--- config.mk ---
export PLATFORM = sky130hd
export DESIGN_NAME = vpa_ctrl
export DESIGN_NICKNAME = d
export VERILOG_FILES = /design/src/rtl/vpa_pkg.sv /design/src/rtl/vpa_sync.sv /design/src/rtl/vpa_act_mon.sv /design/src/rtl/vpa_de_lock.sv /design/src/rtl/vpa_ctrl.sv
export SDC_FILE = /design/constraint.sdc
export NUM_CORES = 1
export LEC_CHECK = 0
export BUFFER_PORTS_ARGS = -buffer_cell sky130_fd_sc_hd__clkbuf_2
export CAP_MARGIN = 5
export CORE_MARGIN = 3
export CORE_UTILIZATION = 52
export DETAILED_ROUTE_END_ITERATION = 6
export PLACE_DENSITY = 0.75
export SYNTH_ARGS = -nofsm -noshare
export SYNTH_HDL_FRONTEND = slang
export SYNTH_HIERARCHICAL = 1
export SYNTH_SLANG_ARGS = --single-unit
--- constraint.sdc ---
create_clock -name clk -period 1.6 [get_ports clk]
set_input_delay 0.16 -clock clk [delete_from_list [all_inputs] [get_ports clk]]
set_output_delay 0.16 -clock clk [all_outputs]
set_load 0.05 [all_outputs]
--- src/rtl/vpa_pkg.sv ---
package vpa_pkg;
    typedef enum logic [1:0] {
        PATH_NONE = 2'b00,
        PATH_ANA  = 2'b01,
        PATH_DIG  = 2'b10
    } path_e;

    localparam int N_MON  = 4;      // monitored activity inputs
    localparam int N_SYNC = N_MON + 1;  // plus data-enable
    localparam int IDX_LCLK = 3;
    localparam int IDX_DE   = 4;

    localparam logic [2:0] LANES_ALL = 3'b111;
    localparam logic [2:0] LANES_RG  = 3'b011;
endpackage

--- src/rtl/vpa_sync.sv ---
module vpa_sync #(
    parameter int W = 5
) (
    input  logic         clk,
    input  logic         rst_n,
    input  logic [W-1:0] d_i,
    output logic [W-1:0] q_o
);
    logic [W-1:0] s1_q, s2_q;

    always_ff @(posedge clk or negedge rst_n) begin
        if (!rst_n) begin
            s1_q <= '0;
            s2_q <= '0;
        end else begin
            s1_q <= d_i;
            s2_q <= s1_q;
        end
    end

    assign q_o = s2_q;
endmodule

--- src/rtl/vpa_act_mon.sv ---
module vpa_act_mon #(
    parameter int TMO_TICKS = 8
) (
    input  logic clk,
    input  logic rst_n,
    input  logic tick_i,
    input  logic sig_i,
    output logic live_o
);
    localparam int CW = (TMO_TICKS > 1) ? $clog2(TMO_TICKS) : 1;

    typedef struct packed {
        logic          prev;
        logic          live;
        logic [CW-1:0] cnt;
    } mon_t;

    mon_t st_d, st_q;

    always_comb begin
        st_d      = st_q;
        st_d.prev = sig_i;
        if (sig_i ^ st_q.prev) begin
            st_d.live = 1'b1;
            st_d.cnt  = '0;
        end else if (tick_i && st_q.live) begin
            if (st_q.cnt == CW'(TMO_TICKS - 1)) begin
                st_d.live = 1'b0;
                st_d.cnt  = '0;
            end else begin
                st_d.cnt = st_q.cnt + 1'b1;
            end
        end
    end

    always_ff @(posedge clk or negedge rst_n) begin
        if (!rst_n) st_q <= '0;
        else        st_q <= st_d;
    end

    assign live_o = st_q.live;
endmodule

--- src/rtl/vpa_de_lock.sv ---
module vpa_de_lock #(
    parameter int DE_NEED = 32,
    parameter int GAP_MAX = 16
) (
    input  logic clk,
    input  logic rst_n,
    input  logic en_i,
    input  logic de_i,
    output logic lock_o
);
    localparam int NW = $clog2(DE_NEED + 1);
    localparam int GW = $clog2(GAP_MAX + 1);

    typedef struct packed {
        logic          prev;
        logic          lock;
        logic [NW-1:0] cnt;
        logic [GW-1:0] gap;
    } lk_t;

    lk_t st_d, st_q;

    always_comb begin
        st_d      = st_q;
        st_d.prev = de_i;
        if (!en_i) begin
            st_d.cnt  = '0;
            st_d.gap  = '0;
            st_d.lock = 1'b0;
        end else begin
            if (de_i && !st_q.prev) begin
                st_d.gap = '0;
                if (st_q.cnt != NW'(DE_NEED)) st_d.cnt = st_q.cnt + 1'b1;
            end else if (!st_q.lock) begin
                if (st_q.gap == GW'(GAP_MAX)) begin
                    st_d.cnt = '0;
                    st_d.gap = '0;
                end else begin
                    st_d.gap = st_q.gap + 1'b1;
                end
            end
            st_d.lock = (st_d.cnt == NW'(DE_NEED));
        end
    end

    always_ff @(posedge clk or negedge rst_n) begin
        if (!rst_n) st_q <= '0;
        else        st_q <= st_d;
    end

    assign lock_o = st_q.lock;
endmodule

--- src/rtl/vpa_ctrl.sv ---
module vpa_ctrl
    import vpa_pkg::*;
#(
    parameter int TMO_TICKS = 8,
    parameter int DE_NEED   = 32,
    parameter int GAP_MAX   = 16
) (
    input  logic       clk,
    input  logic       rst_n,
    input  logic       tick_i,
    input  logic       hs_act_i,
    input  logic       vs_act_i,
    input  logic       sog_act_i,
    input  logic       lclk_act_i,
    input  logic       de_i,
    input  logic       pwr_dn_i,
    input  logic       ovr_i,
    input  logic       sel_i,
    input  logic       fmt422_i,
    output logic [1:0] path_o,
    output logic       ana_pwr_o,
    output logic       dig_pwr_o,
    output logic       sense_pwr_o,
    output logic [2:0] lane_en_o,
    output logic       st_hs_o,
    output logic       st_vs_o,
    output logic       st_sog_o,
    output logic       st_lclk_o,
    output logic       st_dlock_o
);
    logic [N_SYNC-1:0] sync_w;
    logic [N_MON-1:0]  live_w;

    vpa_sync #(.W(N_SYNC)) i_sync (
        .clk   (clk),
        .rst_n (rst_n),
        .d_i   ({de_i, lclk_act_i, sog_act_i, vs_act_i, hs_act_i}),
        .q_o   (sync_w)
    );

    for (genvar g = 0; g < N_MON; g++) begin : g_mon
        vpa_act_mon #(.TMO_TICKS(TMO_TICKS)) i_mon (
            .clk    (clk),
            .rst_n  (rst_n),
            .tick_i (tick_i),
            .sig_i  (sync_w[g]),
            .live_o (live_w[g])
        );
    end

    vpa_de_lock #(.DE_NEED(DE_NEED), .GAP_MAX(GAP_MAX)) i_lock (
        .clk    (clk),
        .rst_n  (rst_n),
        .en_i   (live_w[IDX_LCLK] & ~pwr_dn_i),
        .de_i   (sync_w[IDX_DE]),
        .lock_o (st_dlock_o)
    );

    typedef struct packed {
        path_e      path;
        logic       ana_pwr;
        logic       dig_pwr;
        logic       sense_pwr;
        logic [2:0] lanes;
    } sel_t;

    sel_t sel_d, sel_q;
    logic ana_here, dig_here;

    assign ana_here = |live_w[2:0];
    assign dig_here = live_w[IDX_LCLK];

    always_comb begin
        sel_d = '0;
        if (pwr_dn_i) begin
            sel_d.path = PATH_NONE;
        end else if (ovr_i) begin
            sel_d.path = sel_i ? PATH_DIG : PATH_ANA;
        end else begin
            unique case ({ana_here, dig_here})
                2'b00:   sel_d.path = PATH_NONE;
                2'b10:   sel_d.path = PATH_ANA;
                2'b01:   sel_d.path = PATH_DIG;
                default: sel_d.path = sel_i ? PATH_DIG : PATH_ANA;
            endcase
        end
        sel_d.sense_pwr = !pwr_dn_i;
        sel_d.ana_pwr   = (sel_d.path == PATH_ANA);
        sel_d.dig_pwr   = (sel_d.path == PATH_DIG);
        case (sel_d.path)
            PATH_ANA: sel_d.lanes = fmt422_i ? LANES_RG : LANES_ALL;
            PATH_DIG: sel_d.lanes = LANES_ALL;
            default:  sel_d.lanes = 3'b000;
        endcase
    end

    always_ff @(posedge clk or negedge rst_n) begin
        if (!rst_n) sel_q <= '0;
        else        sel_q <= sel_d;
    end

    assign path_o      = sel_q.path;
    assign ana_pwr_o   = sel_q.ana_pwr;
    assign dig_pwr_o   = sel_q.dig_pwr;
    assign sense_pwr_o = sel_q.sense_pwr;
    assign lane_en_o   = sel_q.lanes;
    assign st_hs_o     = live_w[0];
    assign st_vs_o     = live_w[1];
    assign st_sog_o    = live_w[2];
    assign st_lclk_o   = live_w[IDX_LCLK];
endmodule

==> results of run 1 <==
-- worst max-delay path by stage --
stage	startpoint	end	slack [ns]	cells after the start
global route	i_lock/st_q[6]	i_lock/lock_o	-0.13	7
CTS	i_lock/st_q[0]	i_lock/lock_o	0.0006	7
finish	i_lock/st_q[6]	i_lock/lock_o	0.05	7
floorplan	g_mon[1].i_mon/live_o	lane_en_o[2]	-0.04	5
global placement	i_lock/st_q[0]	i_lock/lock_o	0.02	7
detailed placement	i_lock/st_q[0]	i_lock/lock_o	-0.02	7
-- kinds of logic (layout without fill, tap and decap cells) --
family | Yosys count | in the layout | synth area share [%]
buffers and inverters | 11 | 62 | 2.360
XOR/XNOR | 6 | 6 | 2.253
multiplexers | 2 | 2 | 0.8584
AND/OR/NAND/NOR | 58 | 58 | 16.63
adder cells (fa/ha/maj) | 14 | 14 | 7.511
flip-flops | 50 | 50 | 53.65
AO/OA/AOI/OAI | 53 | 53 | 16.74
-- metal layers --
| layer | global-route usage, % | vias up |
|---|---|---|
| met1 | 23.33 | 791 |
| li1 | - | 799 |
| met4 | 6.762 | 0 |
| met2 | 29.96 | 32 |
| met5 | 0 | - |
| met3 | 3.719 | 9 |
-- layout make-up --
class	instances	area [um^2]
clock buffers	6	72.57
fillers	287	1315
inverters	6	22.52
multi-input cells	133	1079
repair buffers	48	327.8
well taps	50	62.56
clock inverters	2	37.54
flip-flops and latches	50	1256
-- sequential cells by signal, summed over array words and instances, names as in the netlist --
register            count
g_mon.i_mon/live_o      4
g_mon.i_mon/st_q       16
dig_pwr_o               1
sense_pwr_o             1
i_sync/q_o              5
i_sync/s1_q             5
path_o                  2
ana_pwr_o               1
i_lock/lock_o           1
i_lock/st_q            12
lane_en_o               2
-- layout by cell type (no fill, tap or decap), drive strengths merged, types with 2 or more instances in the layout --
cell type / count
dfrtp: 50
buf: 18
nor2: 2
or3: 2
a21bo: 13
nor2b: 5
clkbuf: 30
xor2: 5
nor4b: 2
a21o: 4
nand2: 14
o221ai: 2
nand2b: 4
nand4bb: 5
o21a: 2
mux2i: 2
nand3: 13
and3: 4
inv: 6
a21oi: 12
ha: 14
a21boi: 2
a22oi: 2
o211ai: 3
o21ai: 11
dlygate4sd3: 6
-- through the flow --
| step | power, mW | hold slack, ns |
|---|---|---|
| floorplan | 1.563 | -0.1356 |
| global placement | 1.671 | 0.1259 |
| detailed placement | 1.685 | 0.1223 |
| CTS | 2.566 | 0.08640 |
| global route | 2.680 | 0.09351 |
| finish | 2.545 | 0.09919 |
-- what timing repair did --
| item | in CTS | in global routing |
|---|---|---|
| resized for setup | 2 | 11 |
| hold endpoints to repair | 21 | 0 |
| buffers inserted | 1 | 0 |
| pin swaps | 1 | 6 |
| setup endpoints to repair | 2 | 5 |
| hold buffers | 6 | 0 |
-- where the power goes --
part	internal, mW	switching, mW
logic	0.140	0.192
registers	1.32	0.0322
clock network	0.466	0.392
total	1.93	0.616
==> impl_metrics.py, run 1 <==
metrics = {
    "routing": {
        "vias": 1631,
        "drt_wl_total_mm": 4.139,
        "drt_iter0_markers": 64,
        "drc_errors": 0,
        "viasPerCell": 5.529,
        "dr_wl_met3_um": 132,
        "wl_met1_mm": 1.903,
        "top_layer_used": "met4",
        "wl_met2_mm": 2.029,
        "drt_first_pass_iters": 4,
        "avgRoutedWirePerCell_um": 14.03,
        "antenna_violating_nets_post_route": 0,
    },
    "synthesis": {
        "synth.most_common_cell": "dfrtp_1",
        "synth_edf_count": 0,
        "ys_seq_elements": 50,
        "yosysSeqAreaShare_pct": 53.65,
        "synth_warnings": 6,
        "synth_top_area_share_pct": 53.65,
        "syn_nets": 220,
        "synth.distinct_cells": 41,
        "netlist_top_cells_count": "dfrtp_1 (50), ha_1 (14), nand2_1 (14), nand3_1 (13)",
        "post_synth.cell_area_avg_um2": 12.02,
        "ys_top_cells_by_area": "dfrtp_1 (54%), ha_1 (7.5%), a21bo_1 (5.2%)",
        "synthCells": 194,
        "mappedNetlistArea_um2": 2332,
        "async_reset_ff_share_pct": 100.0,
        "synth-main-ff-cell": "dfrtp_1",
        "synth_top_area_cell": "dfrtp_1",
    },
    "timing": {
        "final-hold-violation-count": 0,
        "layout_worst_path_cycle_share_pct": 96.65,
        "tns_ns": 0,
        "tightest_slew_ns": 0.5405,
        "rsz0062_at_grt": "yes",
        "slew_headroom_pct": 63.97,
        "fmax_mhz": 646.7,
        "setup_viol": 0,
        "min_period_ns": 1.546,
        "drv_slew": 0,
        "finalWorstSetupSlack_ns": 0.05367,
        "fin_worst_skew_ns": 0.002307,
    },
    "outcome": {
        "status": "finished clean",
    },
    "worst_setup_path": {
        "critPathKind": "flop to flop",
        "cp.arrival_ns": 1.73,
        "critPathBufInv": 1,
        "critPathMostFrequentCell": "nor4b_2",
        "r2r_cells": 7,
        "start_kind": "flop",
        "critPathTopFamily": "simple AND/OR/NAND/NOR gates",
        "path_max_fanout": 5,
        "r2r_end": "i_lock/lock_o",
        "reg2reg_slack_ns": 0.05,
        "cp_slowest_stage_delay_ns": 0.42,
        "crit_slowest_cell": "dfrtp_1",
        "r2r_start": "i_lock/st_q[6]",
        "worstSetupEndpointType": "flop",
        "worstPathCellList": "inv_1, ha_1, nor4b_2, nand2_2, and4_1, o211ai_1, nor4b_2",
        "critical_path_required_ns": 1.78,
    },
    "placed_design": {
        "pre_cts_slack_ns": -0.02018,
        "portBuffers": 24,
        "place.gp.congestion": 0.8833,
        "place_area_um2": 2628,
        "dp.cells": 280,
        "dp_hpwl_mm": 2.925,
    },
    "floorplanning": {
        "dieHeight_um": 72.97,
        "boundaryPins": 25,
        "core_area_um2": 4173,
        "start_util_pct": 55.89,
        "die_area_um2": 5325,
        "die_w_um": 72.97,
        "rows": 23,
    },
    "cells_and_area": {
        "final_nets": 270,
        "diodes": 0,
        "final_area_um2": 2858,
        "final_cell_count_no_fill": 295,
        "fin_util_pct": 68.49,
        "drive_gt1_share_pct": 29.80,
        "syn2layout_area_growth_pct": 22.53,
    },
    "power_and_ir_drop": {
        "power-per-cell-area_nw_per_um2": 890.5,
        "total_leakage_power_nw": 1.302,
        "max-vdd-ir-drop_mv": 0.5083,
    },
    "clocking": {
        "cts-root-buf": "clkbuf_8",
        "clkSinkCount": 50,
        "cts_tree": "yes",
        "cts_htree_levels": 2,
        "cts_buffers": 5,
        "clk_pin_slew_ns": 0.09,
        "insertion_delay_ns": 0.29,
        "clock_path_buffers": 2,
    },
    "hold_path": {
        "hold_class": "primary input to flop",
        "hold_start": "pwr_dn_i",
        "worstHoldEndpoint": "path_o[0]",
        "whs_path_depth": 2,
    },
    "global_route": {
        "grt_max_degree": 35,
        "first_global_vias": 1651,
        "grt_pass1_wl_mm": 7.403,
        "grt-ovfl-total": 0,
        "track_usage_pct": 18.06,
        "antenna_found_initial": 0,
    },
    "job": {
        "maxCapViolCount": 0,
    },
}
Power figures use the tool's default switching activity.
==> inputs of run 2 (changes only) <==
CORE_UTILIZATION = 55   (was 52)
PLACE_DENSITY = 0.84   (was 0.75)
clock period = 1.8 ns   (was 1.6 ns; I/O delays follow)
==> impl_metrics.py, run 2 (synthesized netlist as in run 1, its figures left out) <==
metrics = {
    "worst_setup_path": {
        "cp_slowest_stage_delay_ns": 0.41,
        "cp.arrival_ns": 1.92,
        "worstSetupEndpointType": "flop",
        "critical_path_required_ns": 2.00,
        "path_max_fanout": 3,
        "critPathBufInv": 1,
        "critPathKind": "flop to flop",
        "critPathTopFamily": "simple AND/OR/NAND/NOR gates",
        "worstPathCellList": "inv_2, ha_4, nand4bb_4, or2_4, o221ai_2, o211ai_1, nor4b_2",
        "crit_slowest_cell": "dfrtp_1",
        "start_kind": "flop",
    },
    "timing": {
        "tightest_slew_ns": 0.5997,
        "final-hold-violation-count": 0,
        "drv_slew": 0,
        "min_period_ns": 1.722,
        "finalWorstSetupSlack_ns": 0.07804,
        "fin_worst_skew_ns": 0.008217,
        "setup_viol": 0,
        "slew_headroom_pct": 60.02,
        "tns_ns": 0,
        "layout_worst_path_cycle_share_pct": 95.66,
        "fmax_mhz": 580.7,
    },
    "placed_design": {
        "dp_hpwl_mm": 2.764,
        "portBuffers": 24,
        "dp.cells": 271,
        "place.gp.congestion": 0.9154,
        "place_area_um2": 2542,
        "pre_cts_slack_ns": 0.09733,
    },
    "global_route": {
        "first_global_vias": 1601,
        "antenna_found_initial": 0,
        "grt-ovfl-total": 0,
        "grt_pass1_wl_mm": 7.231,
        "grt_max_degree": 51,
        "track_usage_pct": 18.21,
    },
    "floorplanning": {
        "start_util_pct": 57.48,
        "die_w_um": 71.12,
        "rows": 23,
        "die_area_um2": 5058,
        "core_area_um2": 4058,
        "boundaryPins": 25,
        "dieHeight_um": 71.12,
    },
    "routing": {
        "viasPerCell": 5.540,
        "vias": 1612,
        "drc_errors": 0,
        "drt_wl_total_mm": 4.174,
        "drt_iter0_markers": 75,
        "drt_first_pass_iters": 6,
        "antenna_violating_nets_post_route": 0,
        "avgRoutedWirePerCell_um": 14.34,
    },
    "clocking": {
        "insertion_delay_ns": 0.30,
        "cts_htree_levels": 2,
        "clkSinkCount": 50,
        "clk_pin_slew_ns": 0.09,
        "clock_path_buffers": 2,
        "cts_buffers": 5,
        "cts-root-buf": "clkbuf_8",
        "cts_tree": "yes",
    },
    "cells_and_area": {
        "drive_gt1_share_pct": 25.73,
        "final_cell_count_no_fill": 291,
        "syn2layout_area_growth_pct": 19.58,
        "mostFrequentLayoutCell": "dfrtp_1",
        "largest_reg_flops": 16,
        "reg_top3": "g_mon.i_mon/st_q x16, i_lock/st_q x12",
        "diodes": 0,
        "final_nets": 266,
        "final_area_um2": 2789,
        "regMostFlops": "g_mon.i_mon/st_q",
        "final_cell_mix": "dfrtp_1 (48), clkbuf_2 (24), buf_4 (14)",
    },
    "outcome": {
        "status": "finished clean",
    },
    "hold_path": {
        "hold_class": "primary input to flop",
    },
    "power_and_ir_drop": {
        "max-vdd-ir-drop_mv": 0.5395,
        "total_leakage_power_nw": 1.288,
        "p_total_mw": 2.220,
        "power-per-cell-area_nw_per_um2": 796.2,
    },
    "job": {
        "maxCapViolCount": 0,
    },
}
-- run 2: changes by cell type in the layout (fill, tap and decap cells not counted), sizes merged --
cell | before | now
bufinv | 1 | 0
clkinvlp | 1 | 0
clkbuf | 30 | 32
buf | 18 | 14
-- run 2: power by group --
group          internal [mW]  switching (mW)
sequential              1.18          0.0319
combinational          0.117           0.162
clock                  0.388           0.345
total                   1.68           0.539
-- run 2: area by class of cell --
type | instances | area [um^2]
inverters | 6 | 22.52
multi-input cells | 133 | 1055
clock buffers | 8 | 110.1
fillers | 303 | 1269
well taps | 50 | 62.56
repair buffers | 44 | 285.3
flip-flops and latches | 50 | 1254
-- run 2: stage by stage --
step                utilization, %  hold WS [ns]
global route                 68.73       0.09653
global placement             62.66        0.2877
CTS                          66.85       0.09995
floorplan                        -       -0.1156
finish                       68.73        0.1102
detailed placement           62.66        0.2897
-- run 2: repair_timing --
| action | in CTS | in global routing |
|---|---|---|
| endpoints found under the hold margin | 33 | 0 |
| hold buffers | 6 | 0 |
| setup endpoints to repair | 0 | 2 |
| buffers inserted | 0 | 6 |
| gates resized for setup | 0 | 10 |
-- run 2: per-layer routing --
layer,vias up,global-route usage [%],part of all wire [%]
li1,793,-,-
met1,786,23.52,47
met2,26,29.45,48
met3,7,3.409,2.9
met4,0,9.186,1.9
met5,-,0,0
-- run 2: path summary, 6_finish.rpt --
| path | start | endpoint | slack, ns | depth (start not counted) |
|---|---|---|---|---|
| setup / recovery | i_lock/st_q[0] | i_lock/lock_o | 0.08 | 7 |
| hold / removal | pwr_dn_i | path_o[0] | 0.11 | 2 |
| setup reg to reg | i_lock/st_q[0] | i_lock/lock_o | 0.08 | 7 |
| hold reg to reg | i_sync/s1_q[4] | i_sync/q_o[4] | 0.35 | 0 |
| max in group asynchronous | rst_n | i_lock/st_q[6] | 0.87 | 3 |
| min in group asynchronous | rst_n | i_sync/q_o[0] | 0.50 | 3 |
==> inputs of run 3 (changes only) <==
CORE_ASPECT_RATIO = 1.75   (was default)
==> impl_metrics.py, run 3 (synthesized netlist as in run 1, its figures left out) <==
metrics = {
    "outcome": {
        "status": "finished clean",
    },
    "placed_design": {
        "dp.cells": 269,
        "place.gp.congestion": 0.8396,
        "dp_hpwl_mm": 3.017,
        "portBuffers": 24,
    },
    "cells_and_area": {
        "mostFrequentLayoutCell": "dfrtp_1",
        "final_cell_mix": "dfrtp_1 (49), clkbuf_2 (24), nand2_1 (14)",
        "final_nets": 260,
        "syn2layout_area_growth_pct": 15.72,
        "drive_gt1_share_pct": 21.46,
        "multi_input_area_um2": 1041,
        "final_cell_count_no_fill": 281,
        "largest_reg_flops": 16,
        "fin_util_pct": 67.83,
        "regMostFlops": "g_mon.i_mon/st_q",
        "seqCellArea_um2": 1252,
        "reg_top3": "g_mon.i_mon/st_q x16, i_lock/st_q x12",
        "diodes": 0,
        "fillers": 312,
    },
    "power_and_ir_drop": {
        "total_leakage_power_nw": 1.236,
        "internal_power_mw": 1.577,
        "power-per-cell-area_nw_per_um2": 771.3,
        "pwr-share-comb_pct": 12.6,
        "p_clk_share_pct": 29.5,
        "max-vdd-ir-drop_mv": 0.4998,
        "p_total_mw": 2.082,
        "swShare_pct": 24.27,
        "power_frac_seq_pct": 57.9,
        "p_sw_mw": 0.5052,
    },
    "clocking": {
        "clk_pin_slew_ns": 0.08,
        "cts_tree": "yes",
        "insertion_delay_ns": 0.29,
        "cts_buffers": 5,
        "cts_htree_levels": 2,
        "clock_path_buffers": 2,
        "clkSinkCount": 50,
        "cts-root-buf": "clkbuf_8",
    },
    "global_route": {
        "grt-ovfl-total": 0,
        "track_usage_pct": 17.88,
        "first_global_vias": 1643,
        "antenna_found_initial": 0,
        "grt_max_degree": 29,
        "grt_pass1_wl_mm": 7.258,
    },
    "timing": {
        "holdWs_ns": 0.1201,
        "tightest_slew_ns": 0.5290,
        "layout_worst_path_cycle_share_pct": 93.01,
        "final-hold-violation-count": 0,
        "setup_viol": 0,
        "tns_ns": 0,
        "fmax_mhz": 597.3,
        "drv_slew": 0,
        "fin_worst_skew_ns": 0.002785,
        "min_period_ns": 1.674,
        "slew_headroom_pct": 64.73,
    },
    "floorplanning": {
        "core_area_um2": 3979,
        "die_area_um2": 5089,
        "rows": 30,
        "start_util_pct": 58.62,
        "dieHeight_um": 92.15,
        "boundaryPins": 25,
        "die_w_um": 55.23,
    },
    "routing": {
        "wl_met1_mm": 1.600,
        "wl_met2_mm": 2.197,
        "top_layer_used": "met4",
        "antenna_violating_nets_post_route": 0,
        "drc_errors": 0,
        "drt_first_pass_iters": 4,
        "drt_wl_total_mm": 4.054,
        "viasPerCell": 5.690,
        "vias": 1599,
        "dr_wl_met3_um": 129,
        "drt_iter0_markers": 48,
        "avgRoutedWirePerCell_um": 14.43,
    },
    "worst_setup_path": {
        "worstSetupEndpointType": "flop",
        "critPathKind": "flop to flop",
        "start_kind": "flop",
        "cp.arrival_ns": 1.88,
        "path_max_fanout": 4,
        "critical_path_required_ns": 2.00,
    },
    "job": {
        "maxCapViolCount": 0,
    },
    "hold_path": {
        "hold_class": "primary input to flop",
    },
}
-- run 3: power groups by stage --
stage                     clock network [mW]  registers [mW]  logic (mW)
after detailed placement                   0            1.23       0.252
after CTS                              0.644            1.21       0.264
after global placement                     0            1.23       0.245
final                                  0.614            1.21       0.262
after floorplan                            0            1.26       0.133
after global routing                   0.679            1.21       0.296
-- run 3: cell type report --
cell class | instances | share of cell area, %
inverter | 6 | 0.8345
tap | 48 | 2.225
sequential | 50 | 46.41
timing repair buffer | 38 | 8.901
multi-input combinational | 133 | 38.57
clock buffer | 6 | 3.060
-- run 3: layer usage --
metal | global-route usage [%] | up-vias
met3 | 3.521 | 9
met1 | 19.03 | 781
met4 | 9.736 | 0
li1 | - | 779
met2 | 32.31 | 30
met5 | 0 | -
-- run 3: final timing paths --
check / from / end / slack, ns / cells after the start
setup / recovery: i_lock/st_q[0] / i_lock/lock_o / 0.13 / 7
hold / removal: pwr_dn_i / path_o[0] / 0.12 / 2
setup reg to reg: i_lock/st_q[0] / i_lock/lock_o / 0.13 / 7
hold reg to reg: i_sync/s1_q[2] / i_sync/q_o[2] / 0.35 / 0
max in group asynchronous: rst_n / i_lock/st_q[0] / 0.78 / 3
min in group asynchronous: rst_n / dig_pwr_o / 0.38 / 2
-- run 3: worst max-delay path, cell delays in order (launching register included) --
cell,delay (ns)
dfrtp_1,0.40
inv_1,0.10
ha_2,0.20
nand4bb_4,0.14
or2_4,0.27
o221ai_2,0.16
o211ai_1,0.11
nor4b_2,0.21
-- run 3: timing repair --
action / 4_1_cts / 5_1_grt
hold buffers: 6 / 0
gates resized for setup: 0 / 6
endpoints found under the hold margin: 22 / 0
setup buffers: 0 / 0
setup endpoints to repair: 0 / 2
-- run 3: metrics by stage --
| stage | cell area (um^2) | setup WS [ns] |
|---|---|---|
| finish | 2699 | 0.1258 |
| detailed placement | 2540 | 0.09960 |
| floorplan | 2332 | 0.01620 |
| CTS | 2683 | 0.08131 |
| global placement | 2540 | 0.1571 |
| global route | 2699 | -0.02881 |
